<file path="src/rtl/ccau_pkg.sv">
package ccau_pkg;

    typedef enum logic [1:0] {
        OP_ADD_LOG = 2'b00,
        OP_SUB_LOG = 2'b01,
        OP_ADD_SGN = 2'b10,
        OP_SUB_SGN = 2'b11
    } ccau_op_e;

    typedef logic [1:0] ccau_cc_t;

    function automatic logic op_is_sub(ccau_op_e op);
        return op[0];
    endfunction

    function automatic logic op_is_signed(ccau_op_e op);
        return op[1];
    endfunction

endpackage

</file>
<file path="src/rtl/ccau_addsub.sv">
module ccau_addsub #(
    parameter int W = 64
) (
    input  logic [W-1:0] a,
    input  logic [W-1:0] b,
    input  logic         sub,
    output logic [W-1:0] sum,
    output logic         cout
);
    logic [W-1:0] b_eff;
    logic [W:0]   full;

    always_comb begin
        b_eff = b ^ {W{sub}};
        full  = {1'b0, a} + {1'b0, b_eff} + {{W{1'b0}}, sub};
        sum   = full[W-1:0];
        cout  = full[W];
    end
endmodule

</file>
<file path="src/rtl/ccau_ccgen.sv">
module ccau_ccgen
    import ccau_pkg::*;
(
    input  ccau_op_e op,
    input  logic     zero,
    input  logic     carry,
    input  logic     sign_a,
    input  logic     sign_b,
    input  logic     sign_r,
    output ccau_cc_t cc
);
    logic ovf;

    always_comb begin
        if (op_is_sub(op))
            ovf = (sign_a != sign_b) && (sign_r != sign_a);
        else
            ovf = (sign_a == sign_b) && (sign_r != sign_a);

        if (!op_is_signed(op))
            cc = {carry, !zero};
        else if (ovf)
            cc = 2'd3;
        else if (zero)
            cc = 2'd0;
        else if (sign_r)
            cc = 2'd1;
        else
            cc = 2'd2;
    end
endmodule

</file>
<file path="src/rtl/ccau_top.sv">
module ccau_top
    import ccau_pkg::*;
#(
    parameter int DATA_W   = 64,
    parameter int NARROW_W = 32
) (
    input  logic              clk,
    input  logic              rst,
    input  logic              in_valid,
    input  logic [1:0]        in_op,
    input  logic              in_wide,
    input  logic [DATA_W-1:0] in_a,
    input  logic [DATA_W-1:0] in_b,
    output logic              out_valid,
    output logic [DATA_W-1:0] out_res,
    output logic [1:0]        out_cc
);
    localparam int PAD_W = DATA_W - NARROW_W;

    typedef struct packed {
        logic              valid;
        logic [DATA_W-1:0] res;
        ccau_cc_t          cc;
    } state_t;

    state_t   st_d, st_q;
    ccau_op_e op;

    logic [DATA_W-1:0]   sum_w;
    logic                cout_w;
    logic [NARROW_W-1:0] sum_n;
    logic                cout_n;

    logic     sel_zero, sel_carry, sel_sa, sel_sb, sel_sr;
    ccau_cc_t cc_new;

    assign op = ccau_op_e'(in_op);

    ccau_addsub #(.W(DATA_W)) u_wide (
        .a    (in_a),
        .b    (in_b),
        .sub  (op_is_sub(op)),
        .sum  (sum_w),
        .cout (cout_w)
    );

    ccau_addsub #(.W(NARROW_W)) u_narrow (
        .a    (in_a[NARROW_W-1:0]),
        .b    (in_b[NARROW_W-1:0]),
        .sub  (op_is_sub(op)),
        .sum  (sum_n),
        .cout (cout_n)
    );

    always_comb begin
        if (in_wide) begin
            sel_zero  = (sum_w == '0);
            sel_carry = cout_w;
            sel_sa    = in_a[DATA_W-1];
            sel_sb    = in_b[DATA_W-1];
            sel_sr    = sum_w[DATA_W-1];
        end else begin
            sel_zero  = (sum_n == '0);
            sel_carry = cout_n;
            sel_sa    = in_a[NARROW_W-1];
            sel_sb    = in_b[NARROW_W-1];
            sel_sr    = sum_n[NARROW_W-1];
        end
    end

    ccau_ccgen u_cc (
        .op     (op),
        .zero   (sel_zero),
        .carry  (sel_carry),
        .sign_a (sel_sa),
        .sign_b (sel_sb),
        .sign_r (sel_sr),
        .cc     (cc_new)
    );

    always_comb begin
        st_d       = st_q;
        st_d.valid = in_valid;
        if (in_valid) begin
            st_d.res = in_wide ? sum_w : {{PAD_W{1'b0}}, sum_n};
            st_d.cc  = cc_new;
        end
    end

    always_ff @(posedge clk) begin
        if (rst) st_q <= '0;
        else     st_q <= st_d;
    end

    assign out_valid = st_q.valid;
    assign out_res   = st_q.res;
    assign out_cc    = st_q.cc;

    a_r9_valid_delay: assert property (@(posedge clk) disable iff (rst)
        1'b1 |=> (out_valid == $past(in_valid)));

    a_r8_narrow_upper_zero: assert property (@(posedge clk) disable iff (rst)
        (out_valid && !$past(in_wide)) |-> (out_res[DATA_W-1:NARROW_W] == '0));

    a_r3_sublog_no_code0: assert property (@(posedge clk) disable iff (rst)
        (out_valid && $past(in_op) == 2'b01) |-> (out_cc != 2'd0));

    a_r1_logical_zero_bit: assert property (@(posedge clk) disable iff (rst)
        (out_valid && !$past(in_op[1])) |-> (out_cc[0] == (out_res != '0)));

    a_r10_hold_idle: assert property (@(posedge clk) disable iff (rst)
        !$past(in_valid) |-> ($stable(out_res) && $stable(out_cc)));

endmodule

</file>
<file path="config.mk">
export PLATFORM = sky130hd
export DESIGN_NAME = ccau_top
export DESIGN_NICKNAME = d
export VERILOG_FILES = /design/src/rtl/ccau_pkg.sv /design/src/rtl/ccau_addsub.sv /design/src/rtl/ccau_ccgen.sv /design/src/rtl/ccau_top.sv
export SDC_FILE = /design/constraint.sdc
export NUM_CORES = 1
export LEC_CHECK = 0
export ABC_AREA = 0
export BUFFER_PORTS_ARGS = -buffer_cell sky130_fd_sc_hd__buf_4
export CORE_MARGIN = 8
export CORE_UTILIZATION = 45
export DETAILED_ROUTE_END_ITERATION = 7
export PLACE_DENSITY = 0.79
export SYNTH_ARGS = -nofsm -noshare
export SYNTH_HDL_FRONTEND = slang
export SYNTH_SLANG_ARGS = --single-unit
</file>
<file path="constraint.sdc">
create_clock -name clk -period 7.6 [get_ports clk]
set_input_delay 1.9 -clock clk [delete_from_list [all_inputs] [get_ports clk]]
set_output_delay 1.9 -clock clk [all_outputs]
set_load 0.01 [all_outputs]
</file>
==> key figures <==
Place
  – Gpl congestion: 1.040
  – DP HPWL: 22,370 um
  – # port buffers: 200

Power
  – LEAKAGE: 0.004221 uW
  – VDD IR max: 0.1244 mV
  – Switching share of power: 0.4152
  – Sequential Power Share: 0.231
  – Clock network fraction of total power: 0.254
  – P per Cell Area: 194.0 nW/um^2
  – Psw: 758.5 uW
  – Comb power frac: 0.515
  – Internal power: 1068 uW

Yosys
  – Synth area leaders: dfxtp_1, ha_1, xor2_1, nor2_1, a21oi_1
  – Main synth FF type: dfxtp_1
  – Top cell type's share of synthesized area: 0.1788
  – Syn Area/Cell: 7.524 sq um
  – Post-synth EDFFs: 0
  – Sequential share of the synthesized area: 0.1788
  – Count of different cell masters after synthesis: 81
  – Syn nets: 1,203
  – Post-synth ARST share: 0
  – Area of the mapped netlist: 7501 sq um
  – #FFs+latches synth: 67
  – Synthesis Warnings: 0
  – Mapped Cells: 997
  – Top cell type by total area after synthesis: dfxtp_1

Finish
  – Synth-to-layout area growth: 25.54%
  – Leading cell type in the layout, fill and taps excluded: buf_4
  – Layout cell share with drive strength beyond 1: 0.2056
  – Most frequent cells in the layout: buf_4, nor2_1, xor2_1
  – Fin nets: 1,373
  – Final Core Density: 0.5719
  – Diode count: 0

Setup path
  – Critical path arrival: 7.04 ns
  – CP cell instances: buf_4, buf_4, xor2_1, ha_1, nand4_1, nor3_1, inv_1, a2111oi_0, or2_1, a21oi_2, xnor2_1, or4_1, or3_1, or4_1, a22oi_1, o21ai_1
  – Setup Crit Path Kind: in2reg
  – CP required: 7.83 ns
  – Reg2reg start: out_cc[0]
  – CP max FO: 33
  – R2R Setup Slk: 6.60 ns
  – CP Launch Point: in_op[0]
  – Element type at the critical path end: flip-flop
  – Slowest-stage cell, CP: a2111oi_0
  – Max stage delay on crit path: 0.89 ns
  – CP startpoint kind: primary input

Clocking
  – Root buf cell: clkbuf_16
  – CTS tree: yes
  – Hold-fix buffers at CTS: 0
  – Reg clk slew, reported paths: 0.06 ns
  – Post-CTS Setup Repair Bufs: 0
  – TritonCTS Buffers: 9
  – Clk_lat worst skew: 0.34 ns
  – Post-CTS sizing: 0
  – Longest Clk Path Bufs: 2
  – CTS H-tree depth: 3
  – CTS sink count: 67

Floorplan
  – Core area: 16,470 sq um
  – Std cell rows: 47
  – Full die area: 21,060 sq um
  – Initial core utilization: 0.4555
  – Chip Width: 145.1 um
  – Ports: 201
  – Die height: 145.1 um

Worst hold path
  – Worst min-delay path class: reg2reg
  – HP Start: out_res[62]

Global route
  – Grt ovf: 0
  – Largest net degree at the start of global routing: 63
  – Antenna violations before repair: 0
  – First-pass GRT wire length: 42,860 um
  – Total GRT Usage: 0.2455
  – Vias in the first global route: 8,133

Timing
  – Hold Fails Final Rpt: 0
  – Final setup vio count: 0
  – Tcrit/Tclk final: 0.8963
  – Fmax achieved: 0.1468 GHz
  – Final min period: 6.812 ns
  – RSZ-0062 raised after global routing: false
  – Slew Limit Fails: 0
  – Setup_tns: 0 ns
  – Skew final: 0 ns
  – Worst rel slew slack: 0.2312
  – Least-Margin Pin Slew: 1.124 ns

Detailed routing
  – Via density: 5.902
  – WL/cell: 19.50 um
  – Vias: 8,215
  – Antenna Nets Post-Route: 0
  – # DRC: 0
  – Initial drt markers: 577
  – Drt pass-1 iters: 5
  – Total routed wirelength: 27,140 um

Flow run
  – MaxCap Viol Count: 0

Run status
  – Status: finished, final reports clean
## per-layer routing
metal | vias up | share of wire | global-route usage
li1 | 4006 | - | -
met1 | 3811 | 0.42 | 0.2953
met2 | 333 | 0.47 | 0.4157
met3 | 65 | 0.073 | 0.05908
met4 | 0 | 0.032 | 0.09318
met5 | - | 0 | 0
## Yosys cell counts (4+ instances only)
cell type / count
nor2_1: 127
xor2_1: 87
nand2_1: 85
a21oi_1: 82
ha_1: 71
dfxtp_1: 67
o21ai_0: 49
mux2i_1: 36
nand4_1: 28
clkbuf_1: 27
xnor2_1: 27
a21o_1: 25
nor3_1: 25
inv_1: 21
a22oi_1: 20
nand3_1: 15
a211oi_1: 14
or3_1: 12
nor4_1: 11
o211ai_1: 11
o21a_1: 11
o21bai_1: 10
buf_1: 9
and2_1: 8
nor2b_1: 7
a2111oi_0: 6
a21oi_2: 6
a31oi_1: 6
and3_1: 6
o21ai_1: 6
or4_1: 6
nand2b_1: 5
o2111ai_1: 4
o2bb2ai_1: 4
o31ai_1: 4
## flip-flops by register name, indices dropped and copies added, names as in the netlist
| name | count |
|---|---|
| out_valid | 1 |
| out_res | 64 |
| out_cc | 2 |
## layout make-up
type                            instances  area (sq um)
Clock inverter                          6         87.58
Multi-Input combinational cell        866          5878
Timing Repair Buffer                  202          1516
Sequential cell                        67          1341
Fill cell                            1638          7049
Inverter                               21         78.83
Tap cell                              220         275.3
Clock buffer                           10         239.0
## metrics by stage
step	instance area, sq um	setup slack, ns	hold WS, ns	cells	total power (uW)
final	9417	0.7883	0.4682	1392	1827
after global routing	9417	0.5539	0.4996	1392	1933
after CTS	9417	0.7674	0.4698	1392	1823
after detailed placement	9090	0.4180	0.4612	1376	1350
after global placement	9090	0.4701	0.4524	1376	1348
after floorplan	7501	1.400	0.4856	997	1033
## worst paths after layout
path,depth (start not counted),endpoint
worst max-delay path,16,out_cc[1]
worst min-delay path,2,out_res[62]
worst max register to register,5,out_cc[0]
worst min register to register,2,out_res[62]
## cells by family after synthesis
logic type,synth area share
AOI/OAI and AO/OA,0.2617
DFF,0.1788
muxes,0.05138
adders and majority gates,0.1211
buffers and inverters,0.03753
and+or+nand+nor,0.2164
xor gates and xnor gates,0.1331
## critical path: cells and delay by family
| family | cells | cell delay, ns |
|---|---|---|
| XOR/XNOR | 2 | 0.40 |
| AO/OA/AOI/OAI | 4 | 1.28 |
| AND/OR/NAND/NOR | 6 | 2.24 |
| buffers and inverters | 3 | 0.74 |
| adder cells (fa/ha/maj) | 1 | 0.43 |
## power by group through the flow
stage          Combinational [uW]  Clock (uW)  Sequential, uW
2_1_floorplan                 591           0             442
3_5_place_dp                  922           0             428
3_3_place_gp                  921           0             427
5_1_grt                      1020         485             426
4_1_cts                       929         473             421
6_report                      941         465             422
(Power assumes the default switching activity.)
